**src/rtl/xmem_pkg.sv**
```systemverilog
package xmem_pkg;

  localparam int NUM_TREG = 2;
  localparam int TIDX_W   = (NUM_TREG > 1) ? $clog2(NUM_TREG) : 1;

  typedef enum logic [1:0] {
    ERR_NONE   = 2'd0,
    ERR_SIZE   = 2'd1,
    ERR_OFFSET = 2'd2
  } errCode_e;

  typedef struct packed {
    logic                wrGlb;
    logic [NUM_TREG-1:0] wrLo;
    logic [NUM_TREG-1:0] wrHi;
    logic                rdEn;
    logic                rdGlb;
    logic [TIDX_W-1:0]   rdIdx;
    logic                rdWide;
    errCode_e            err;
  } ctlStb_t;

endpackage

```
**src/rtl/xmem_ctl.sv**
```systemverilog
module xmem_ctl
  import xmem_pkg::*;
#(
  parameter int REG_AW = 4
) (
  input  logic              clk,
  input  logic              rstN,
  input  logic [REG_AW-1:0] regAddr,
  input  logic [2:0]        regSize,
  input  logic              regRd,
  input  logic              regWr,
  output ctlStb_t           stb
);

  logic              access;
  logic              sizeOk;
  logic              isGlb;
  logic              tHit;
  logic [TIDX_W-1:0] tIdx;

  always_comb begin
    access = regRd | regWr;
    sizeOk = (regSize == 3'd2) || (regSize == 3'd4);
    isGlb  = (regAddr == '0);
    tHit   = 1'b0;
    tIdx   = '0;
    for (int k = 0; k < NUM_TREG; k++) begin
      if (regAddr == REG_AW'(4 * (k + 1))) begin
        tHit = 1'b1;
        tIdx = TIDX_W'(k);
      end
    end
  end

  always_comb begin
    stb = '0;
    if (!access)                     stb.err = ERR_NONE;
    else if (!sizeOk)                stb.err = ERR_SIZE;
    else if (isGlb && regSize != 3'd2) stb.err = ERR_SIZE;
    else if (!(isGlb || tHit))       stb.err = ERR_OFFSET;
    else                             stb.err = ERR_NONE;

    if (access && stb.err == ERR_NONE) begin
      if (regWr) begin
        stb.wrGlb = isGlb;
        for (int k = 0; k < NUM_TREG; k++) begin
          if (tHit && tIdx == TIDX_W'(k)) begin
            stb.wrLo[k] = 1'b1;
            stb.wrHi[k] = (regSize == 3'd4);
          end
        end
      end else begin
        stb.rdEn   = 1'b1;
        stb.rdGlb  = isGlb;
        stb.rdIdx  = tIdx;
        stb.rdWide = (regSize == 3'd4);
      end
    end
  end

  // a size other than 2 or 4 must never pass as a good access
  a_r2_size_gate: assert property (@(posedge clk) disable iff (!rstN)
    (access && regSize != 3'd2 && regSize != 3'd4) |-> (stb.err == ERR_SIZE));

  // no write strobe reaches the global word on a 4-byte access
  a_r3_glb_size: assert property (@(posedge clk) disable iff (!rstN)
    (regSize == 3'd4) |-> !stb.wrGlb);

endmodule

```
**src/rtl/xmem_dp.sv**
```systemverilog
module xmem_dp
  import xmem_pkg::*;
#(
  parameter logic [15:0] GLB_RESET  = 16'h00F2,
  parameter logic [31:0] TREG_RESET = 32'hFFC2FFC2,
  parameter int          EN_LSB     = 1,
  parameter int          EN_W       = 3
) (
  input  logic            clk,
  input  logic            rstN,
  input  ctlStb_t         stb,
  input  logic [31:0]     regWdata,
  output logic [31:0]     regRdata,
  output errCode_e        errCode,
  output logic [EN_W-1:0] enField
);

  logic [15:0] glbReg;
  logic [31:0] tReg [NUM_TREG];
  logic [31:0] rdVal;

  always_ff @(posedge clk) begin
    if (!rstN) glbReg <= GLB_RESET;
    else if (stb.wrGlb) glbReg <= regWdata[15:0];
  end

  for (genvar k = 0; k < NUM_TREG; k++) begin : gTreg
    always_ff @(posedge clk) begin
      if (!rstN) begin
        tReg[k] <= TREG_RESET;
      end else begin
        if (stb.wrLo[k]) tReg[k][15:0]  <= regWdata[15:0];
        if (stb.wrHi[k]) tReg[k][31:16] <= regWdata[31:16];
      end
    end

    // a half write keeps the upper half of the timing word
    a_r7_hi_keep: assert property (@(posedge clk) disable iff (!rstN)
      (stb.wrLo[k] && !stb.wrHi[k]) |=> (tReg[k][31:16] == $past(tReg[k][31:16])));
  end

  always_comb begin
    if (stb.rdGlb)       rdVal = {16'h0000, glbReg};
    else if (stb.rdWide) rdVal = tReg[stb.rdIdx];
    else                 rdVal = {16'h0000, tReg[stb.rdIdx][15:0]};
  end

  always_ff @(posedge clk) begin
    if (!rstN) begin
      regRdata <= '0;
      errCode  <= ERR_NONE;
    end else begin
      regRdata <= stb.rdEn ? rdVal : '0;
      errCode  <= stb.err;
    end
  end

  assign enField = glbReg[EN_LSB +: EN_W];

  // an erroring access leaves the global word as it was
  a_r3_glb_hold: assert property (@(posedge clk) disable iff (!rstN)
    (stb.err != ERR_NONE) |=> (glbReg == $past(glbReg)));

  // error responses carry zero data
  a_r5_err_zero: assert property (@(posedge clk) disable iff (!rstN)
    (errCode != ERR_NONE) |-> (regRdata == '0));

endmodule

```
**src/rtl/xmem_bank_dec.sv**
```systemverilog
module xmem_bank_dec #(
  parameter int              MEM_AW    = 32,
  parameter logic [MEM_AW-1:0] BASE_ADDR = 32'h2000_0000,
  parameter int              BANK_LOG2 = 20,
  parameter int              NUM_BANKS = 4,
  parameter int              EN_W      = 3
) (
  input  logic                 clk,
  input  logic                 rstN,
  input  logic [MEM_AW-1:0]    memAddr,
  input  logic [EN_W-1:0]      enField,
  output logic [NUM_BANKS-1:0] bankSel,
  output logic                 bankMiss
);

  localparam int SEL_W = (NUM_BANKS > 1) ? $clog2(NUM_BANKS) : 1;
  localparam logic [MEM_AW-1:0] REGION_BYTES = MEM_AW'(NUM_BANKS) << BANK_LOG2;

  logic [MEM_AW-1:0] rel;
  logic              inRegion;
  logic [SEL_W-1:0]  idx;
  logic [EN_W-1:0]   enCount;

  assign rel      = memAddr - BASE_ADDR;
  assign inRegion = (memAddr >= BASE_ADDR) && (rel < REGION_BYTES);
  assign idx      = rel[BANK_LOG2 +: SEL_W];
  assign enCount  = (enField > EN_W'(NUM_BANKS)) ? EN_W'(NUM_BANKS) : enField;

  for (genvar i = 0; i < NUM_BANKS; i++) begin : gBank
    assign bankSel[i] = inRegion && (idx == SEL_W'(i)) && (EN_W'(i) < enCount);

    // a bank answers only while the count field covers it
    a_r8_bank_enabled: assert property (@(posedge clk) disable iff (!rstN)
      bankSel[i] |-> (enField > EN_W'(i)));
  end

  assign bankMiss = ~|bankSel;

  // at most one chip-select at a time
  a_r9_onehot: assert property (@(posedge clk) disable iff (!rstN)
    $onehot0(bankSel));

  // addresses outside the region always miss
  a_r10_outside_miss: assert property (@(posedge clk) disable iff (!rstN)
    !inRegion |-> (bankMiss && bankSel == '0));

endmodule

```
**src/rtl/xmem_bank_ctl.sv**
```systemverilog
module xmem_bank_ctl
  import xmem_pkg::*;
#(
  parameter int                REG_AW    = 4,
  parameter int                MEM_AW    = 32,
  parameter logic [MEM_AW-1:0] BASE_ADDR = 32'h2000_0000,
  parameter int                BANK_LOG2 = 20,
  parameter int                NUM_BANKS = 4
) (
  input  logic                 clk,
  input  logic                 rstN,
  input  logic [REG_AW-1:0]    regAddr,
  input  logic [31:0]          regWdata,
  input  logic [2:0]           regSize,
  input  logic                 regRd,
  input  logic                 regWr,
  output logic [31:0]          regRdata,
  output logic                 regErr,
  output logic [1:0]           regErrCode,
  input  logic [MEM_AW-1:0]    memAddr,
  output logic [NUM_BANKS-1:0] bankSel,
  output logic                 bankMiss
);

  localparam int EN_LSB = 1;
  localparam int EN_W   = 3;

  ctlStb_t         stb;
  errCode_e        errCode;
  logic [EN_W-1:0] enField;

  xmem_ctl #(.REG_AW(REG_AW)) uCtl (
    .clk(clk), .rstN(rstN), .regAddr(regAddr), .regSize(regSize),
    .regRd(regRd), .regWr(regWr), .stb(stb)
  );

  xmem_dp #(.EN_LSB(EN_LSB), .EN_W(EN_W)) uDp (
    .clk(clk), .rstN(rstN), .stb(stb), .regWdata(regWdata),
    .regRdata(regRdata), .errCode(errCode), .enField(enField)
  );

  xmem_bank_dec #(
    .MEM_AW(MEM_AW), .BASE_ADDR(BASE_ADDR), .BANK_LOG2(BANK_LOG2),
    .NUM_BANKS(NUM_BANKS), .EN_W(EN_W)
  ) uDec (
    .clk(clk), .rstN(rstN), .memAddr(memAddr), .enField(enField),
    .bankSel(bankSel), .bankMiss(bankMiss)
  );

  assign regErrCode = errCode;
  assign regErr     = (errCode != ERR_NONE);

  // a response flag only follows a strobe
  a_r5_err_follows_strobe: assert property (@(posedge clk) disable iff (!rstN)
    regErr |-> $past(regRd || regWr));

endmodule

```
**config.mk**
```make
export PLATFORM = sky130hd
export DESIGN_NAME = xmem_bank_ctl
export DESIGN_NICKNAME = d
export VERILOG_FILES = /design/src/rtl/xmem_pkg.sv /design/src/rtl/xmem_ctl.sv /design/src/rtl/xmem_dp.sv /design/src/rtl/xmem_bank_dec.sv /design/src/rtl/xmem_bank_ctl.sv
export SDC_FILE = /design/constraint.sdc
export NUM_CORES = 1
export LEC_CHECK = 0
export BUFFER_PORTS_ARGS = -buffer_cell sky130_fd_sc_hd__buf_2
export CORE_MARGIN = 2
export CORE_UTILIZATION = 52
export DETAILED_ROUTE_END_ITERATION = 10
export HOLD_SLACK_MARGIN = 0.03
export PLACE_DENSITY = 0.85
export SYNTH_ARGS = -nofsm -noshare
export SYNTH_HDL_FRONTEND = slang
export SYNTH_SLANG_ARGS = --single-unit
export TNS_END_PERCENT = 5
```
**constraint.sdc**
```tcl
create_clock -name clk -period 3.2 [get_ports clk]
set_clock_uncertainty 0.1 [all_clocks]
set_input_delay 0.16 -clock clk [delete_from_list [all_inputs] [get_ports clk]]
set_output_delay 0.16 -clock clk [all_outputs]
set_load 0.02 [all_outputs]
```
## Word-level counts from Yosys, hierarchy flattened

Memories as Yosys holds them, arrays and structs flattened.
Cells that the tools add are included.

- Output and inout port bits: 40
- Input port bits: 75
- Register bits: 50
- Logic and storage cells: 86
- Memory bits (writable): 64
- Memories kept: 1

Memory list:

| name | words | width | rd ports | clocked after memory_dff | write ports | line | source |
|---|---|---|---|---|---|---|---|
| uDp.tReg | 2 | 32 | 1 | 0 | 2 | xmem_dp.sv:19 | `logic [31:0] tReg [NUM_TREG];` |

- Multiplexer cells: 33
- Equal/unequal tests: 8
- Bitwise logic cells: 9
- Add/subtract/negate cells: 1
- Order comparisons: 7
- Reduce and logical (&&, ||, !) cells: 23

Operators by type and width:

| kind | count |
|---|---|
| $mux W16 | 5 |
| $ge A32 B30 Y1 const B | 1 |
| $lt A32 B23 Y1 const B | 1 |
| $sub A32 B30 Y32 const B | 1 |
| $mux W1 | 20 |
| $logic_and A1 B1 Y1 | 13 |
| $mux W9 | 1 |
| $mux W2 | 4 |
| $reduce_or A4 Y1 | 2 |
| $lt A1 B3 Y1 const A | 2 |
| $lt A2 B3 Y1 const A | 2 |
| $mux W5 | 1 |
| $or A1 B1 Y1 | 5 |
| $eq A2 B2 Y1 const B | 2 |
| $eq A4 B3 Y1 const B | 1 |
| $eq A4 B4 Y1 const B | 1 |
| $logic_not A2 Y1 | 2 |
| $logic_not A4 Y1 | 1 |
| $mux W4 | 1 |
| $not A1 Y1 | 4 |
| $eq A3 B2 Y1 const B | 1 |
| $eq A3 B3 Y1 const B | 1 |
| $gt A3 B3 Y1 const B | 1 |
| $mux W3 | 1 |
| other kinds (6) | 7 |

## Depth between registers and ports, before layout

- Word-level depth: 15
- Mapped depth: 7
- Mapped depth without buffers: 6

## Cells and area by module

From an unflattened synthesis, not the netlist that was laid out.

- Cells, all modules: 374
- Area total of the unflattened synthesis: 4750.8 um2

Modules (own cells, without submodules):

| module | sequential area each (um2) | area each (um2) | times used | cells each |
|---|---|---|---|---|
| xmem_dp | 2922.8 | 4430.5 | 1 | 325 |
| xmem_ctl | 0.0 | 167.7 | 1 | 27 |
| xmem_bank_dec | 0.0 | 146.4 | 1 | 21 |
| xmem_bank_ctl | 0.0 | 6.3 | 1 | 1 |

## Worst setup path before layout

No wires, ideal clock.

- Kind: input to register
- Start point: input regSize[1]
- End point: memory uDp.tReg[0][0], enable pin
- Path buffers: 1
- Library setup time: 411 ps
- Data required time: 2689 ps
- Data arrival time: 2340 ps
- Path slack: 349 ps
- Cell stages on the path: 5
- Cell sequence: nor3b_1 -> a21o_1 -> buf_2 -> nand2_1 -> o21ai_0

RTL lines:

| item | line | source |
|---|---|---|
| start: declaration | xmem_bank_ctl.sv:14 | `input logic [2:0] regSize,` |
| end: declaration | xmem_dp.sv:19 |  |

==> metrics.md <==
| Metric | Value |
|---|---|
| Outcome | finished clean |
| Fin crit share | 86.6% |
| DRC | 0 |
| Top_reg_cell synth | edfxtp_1 |
| DRT Wirelength | 12600 um |
| Port bufs | 94 |
| Via density | 5.87 |
| DR WL met2 | 6210 um |
| Initial antenna violation count | 0 |
| P&R area growth vs syn | 35.2% |
| Startpoint Class | primary input |
| Seq cells post-synth | 114 |
| Root Driver | clkbuf_8 |
| Max Freq | 361 MHz |
| DR WL/cell | 18.6 um |
| CTS tree | done |
| Worst EP arrival | 2890 ps |
| Hold Path Depth | 3 |
| Met3 wire len | 1130 um |
| PostCTS Resize Cnt | 0 |
| Hold endpoint | uDp.tReg[0][6]$_SDFFCE_PN1P_ |
| Fin worst setup slack | 430 ps |
| Worst path required time | 3320 ps |
| Sink Count | 114 |
| Clock-pin slew of the registers on the worst-case setup and hold paths | 60 ps |
| Clock network latency to the later pin of the worst-skew pair | 530 ps |
| Ys async rst share | 0% |
| Final Net Count | 630 |
| Htree depth | 4 |
| Crit Path Class | primary input to flop |
| Cts bufs inserted | 17 |
| Initial Utilization | 52.7% |
| Max Used Layer | met4 |
| Global-route wire length before repair | 19800 um |
| Maximum vdd drop | 421 uV |
| Pwr dens | 620 nW/um^2 |
| Die Wd | 97.3 um |
| WL met1 | 4620 um |
| Post-synth EDFFs | 64 |
| R2R Path Start | uDp.glbReg[1]$_SDFFE_PN1P_ |
| Post-place setup slack | 658 ps |
| Clk buf depth | 2 |
| Row count | 34 |
| Sum Neg Setup Slack | 0 ps |
| Cell count after synthesis | 417 |
| Final setup fails | 0 |
| Layout cells sized above 1 | 27.2% |
| Mean post-synth cell area | 10.9 um^2 |
| R2r endpoint | uDp.regRdata[1]$_SDFF_PN0_ |
| Largest net degree at the start of global routing | 29 |
| Vias | 3965 |
| Unrepaired setup endpoints after global routing | false |
| Ys Warns | 0 |
| Syn Nets | 493 |
| Final min period | 2770 ps |
| GRT Overall Usage | 27.3% |
| DR pass1 iterations | 5 |
| Remaining antenna violation count after routing | 0 |
| Min-delay src | regAddr[2] |
| Initial drt markers | 445 |
| Hold Crit Class | primary input to flop |
| Ant diodes | 0 |
| Post-DP HPWL | 6750 um |
| Remaining Overflow, GRT | 0 |
| Hold Slack | 140 ps |
| Die Y | 97.3 um |
| Final Hold Vio Count | 0 |
| Post-route design area | 6120 um^2 |
| Die ar. | 9470 um^2 |
| Syn Std Cell Area | 4530 um^2 |
| R2R depth | 2 |
| Core ar. | 8590 um^2 |
| Vias in the first global route | 3905 |
| Final Util | 71.2% |
| R2R Setup Slk | 2200 ps |
| Sequential-to-total area share from yosys stat | 64.6% |
| Worst Tran Pin Value | 798 ps |
| Placer congestion estimate | 0.848 |
| Netlist cell types | 36 |
| Critical-path maximum fanout | 12 |
| Leak | 2.42 nW |
| Slew headroom | 46.7% |
| Ports | 115 |
| Max Cap Violations | 0 |
| Crit end category | flop |
| Final Max Tran Viols | 0 |
| Placed Area | 5120 um^2 |
==> timing repair <==
item                      4_1_cts  5_1_grt
setup buffers                   0        0
hold endpoints to repair       82        0
hold buffers                   37        0
==> Yosys cell counts, types with 2 or more instances <==
cell type / number / share of area, %
or2_2: 14 / 1.9
edfxtp_1: 64 / 42
and2_1: 11 / 1.5
nand2_1: 74 / 6.1
or3_1: 22 / 3.0
clkbuf_1: 18 / 1.5
nand4b_1: 7 / 1.4
nor4b_1: 3 / 0.58
nand4_1: 4 / 0.55
a21boi_0: 11 / 1.8
nor4_1: 2 / 0.28
and4b_1: 2 / 0.44
nand3_1: 11 / 1.2
buf_2: 6 / 0.66
o22ai_1: 16 / 2.2
nor2b_1: 5 / 0.69
nor3_1: 26 / 2.9
nor3b_1: 2 / 0.33
nor2_1: 10 / 0.83
and3_1: 2 / 0.28
a21oi_1: 34 / 3.8
o21ai_0: 6 / 0.66
dfxtp_1: 50 / 22
inv_1: 5 / 0.41
==> worst max path at each step <==
stage	start	to	slack, ps	depth (start not counted)
2_1_floorplan	regSize[1]	uDp.tReg[0][0]$_SDFFCE_PN0P_	350	5
3_3_place_gp	regSize[1]	uDp.tReg[1][8]$_SDFFCE_PN1P_	770	6
3_5_place_dp	regSize[1]	uDp.tReg[1][9]$_SDFFCE_PN1P_	660	6
5_1_grt	regSize[0]	uDp.tReg[1][0]$_SDFFCE_PN0P_	370	7
4_1_cts	regSize[0]	uDp.tReg[1][1]$_SDFFCE_PN1P_	550	7
6_report	regSize[0]	uDp.tReg[1][15]$_SDFFCE_PN1P_	430	7
==> cell families (layout without fill, tap and decap cells) <==
logic type	count (synthesis)	after routing	synth area share, %
buffers and inverters	31	181	2.90
AO/OA/AOI/OAI	69	69	8.79
XOR/XNOR	2	2	0.387
adder cells (fa/ha/maj)	2	2	0.497
flip-flops	114	114	64.6
AND/OR/NAND/NOR	199	199	22.9
==> state kept, by name, indices dropped and copies added, names as in the netlist <==
| name | flops |
|---|---|
| uDp.tReg | 64 |
| uDp.regRdata | 32 |
| uDp.glbReg | 16 |
| uDp.errCode | 2 |
==> power breakdown <==
part,switching (W),internal (W),leakage (nW)
logic,0.000106,0.0000853,1.09
registers,0.0000157,0.00159,1.04
clock network,0.000704,0.00129,0.294
==> area by class of cell <==
cell class                      instances  area (um^2)
Clock inverter                         14          203
Inverter                                5         18.8
Sequential cell                       114         2920
Clock buffer                           18          428
Tap cell                              108          135
Timing Repair Buffer                  144          938
Fill cell                             549         2470
Multi-Input combinational cell        272         1470
==> routing by layer <==
layer,up-vias,track usage (%)
met5,-,0
met4,0,15.8
met3,68,6.91
met2,287,44.9
met1,1829,32.8
li1,1781,-
==> layout by cell type, fill, tap and decap left out, types with 10 or more instances in the layout <==
cell type / instances
edfxtp_1: 64
and2_1: 11
a21boi_0: 11
nand2_1: 74
nand3_1: 11
buf_2: 94
buf_4: 13
clkbuf_16: 16
nor3_1: 26
nor2_1: 10
or2_2: 14
dlygate4sd3_1: 37
a21oi_1: 34
or3_1: 22
o22ai_1: 16
dfxtp_1: 50
==> critical path: stages <==
cell           delay, ps
dlygate4sd3_1        530
buf_2                150
nor3b_1              640
a21o_1               350
nand2_1              220
o21ai_1              510
buf_4                330
==> stage by stage <==
stage,total power (W),std cells
floorplan,0.00170,417
global placement,0.00177,606
detailed placement,0.00178,606
CTS,0.00378,675
global route,0.00389,675
finish,0.00379,675
Power figures use the tool's default switching activity.
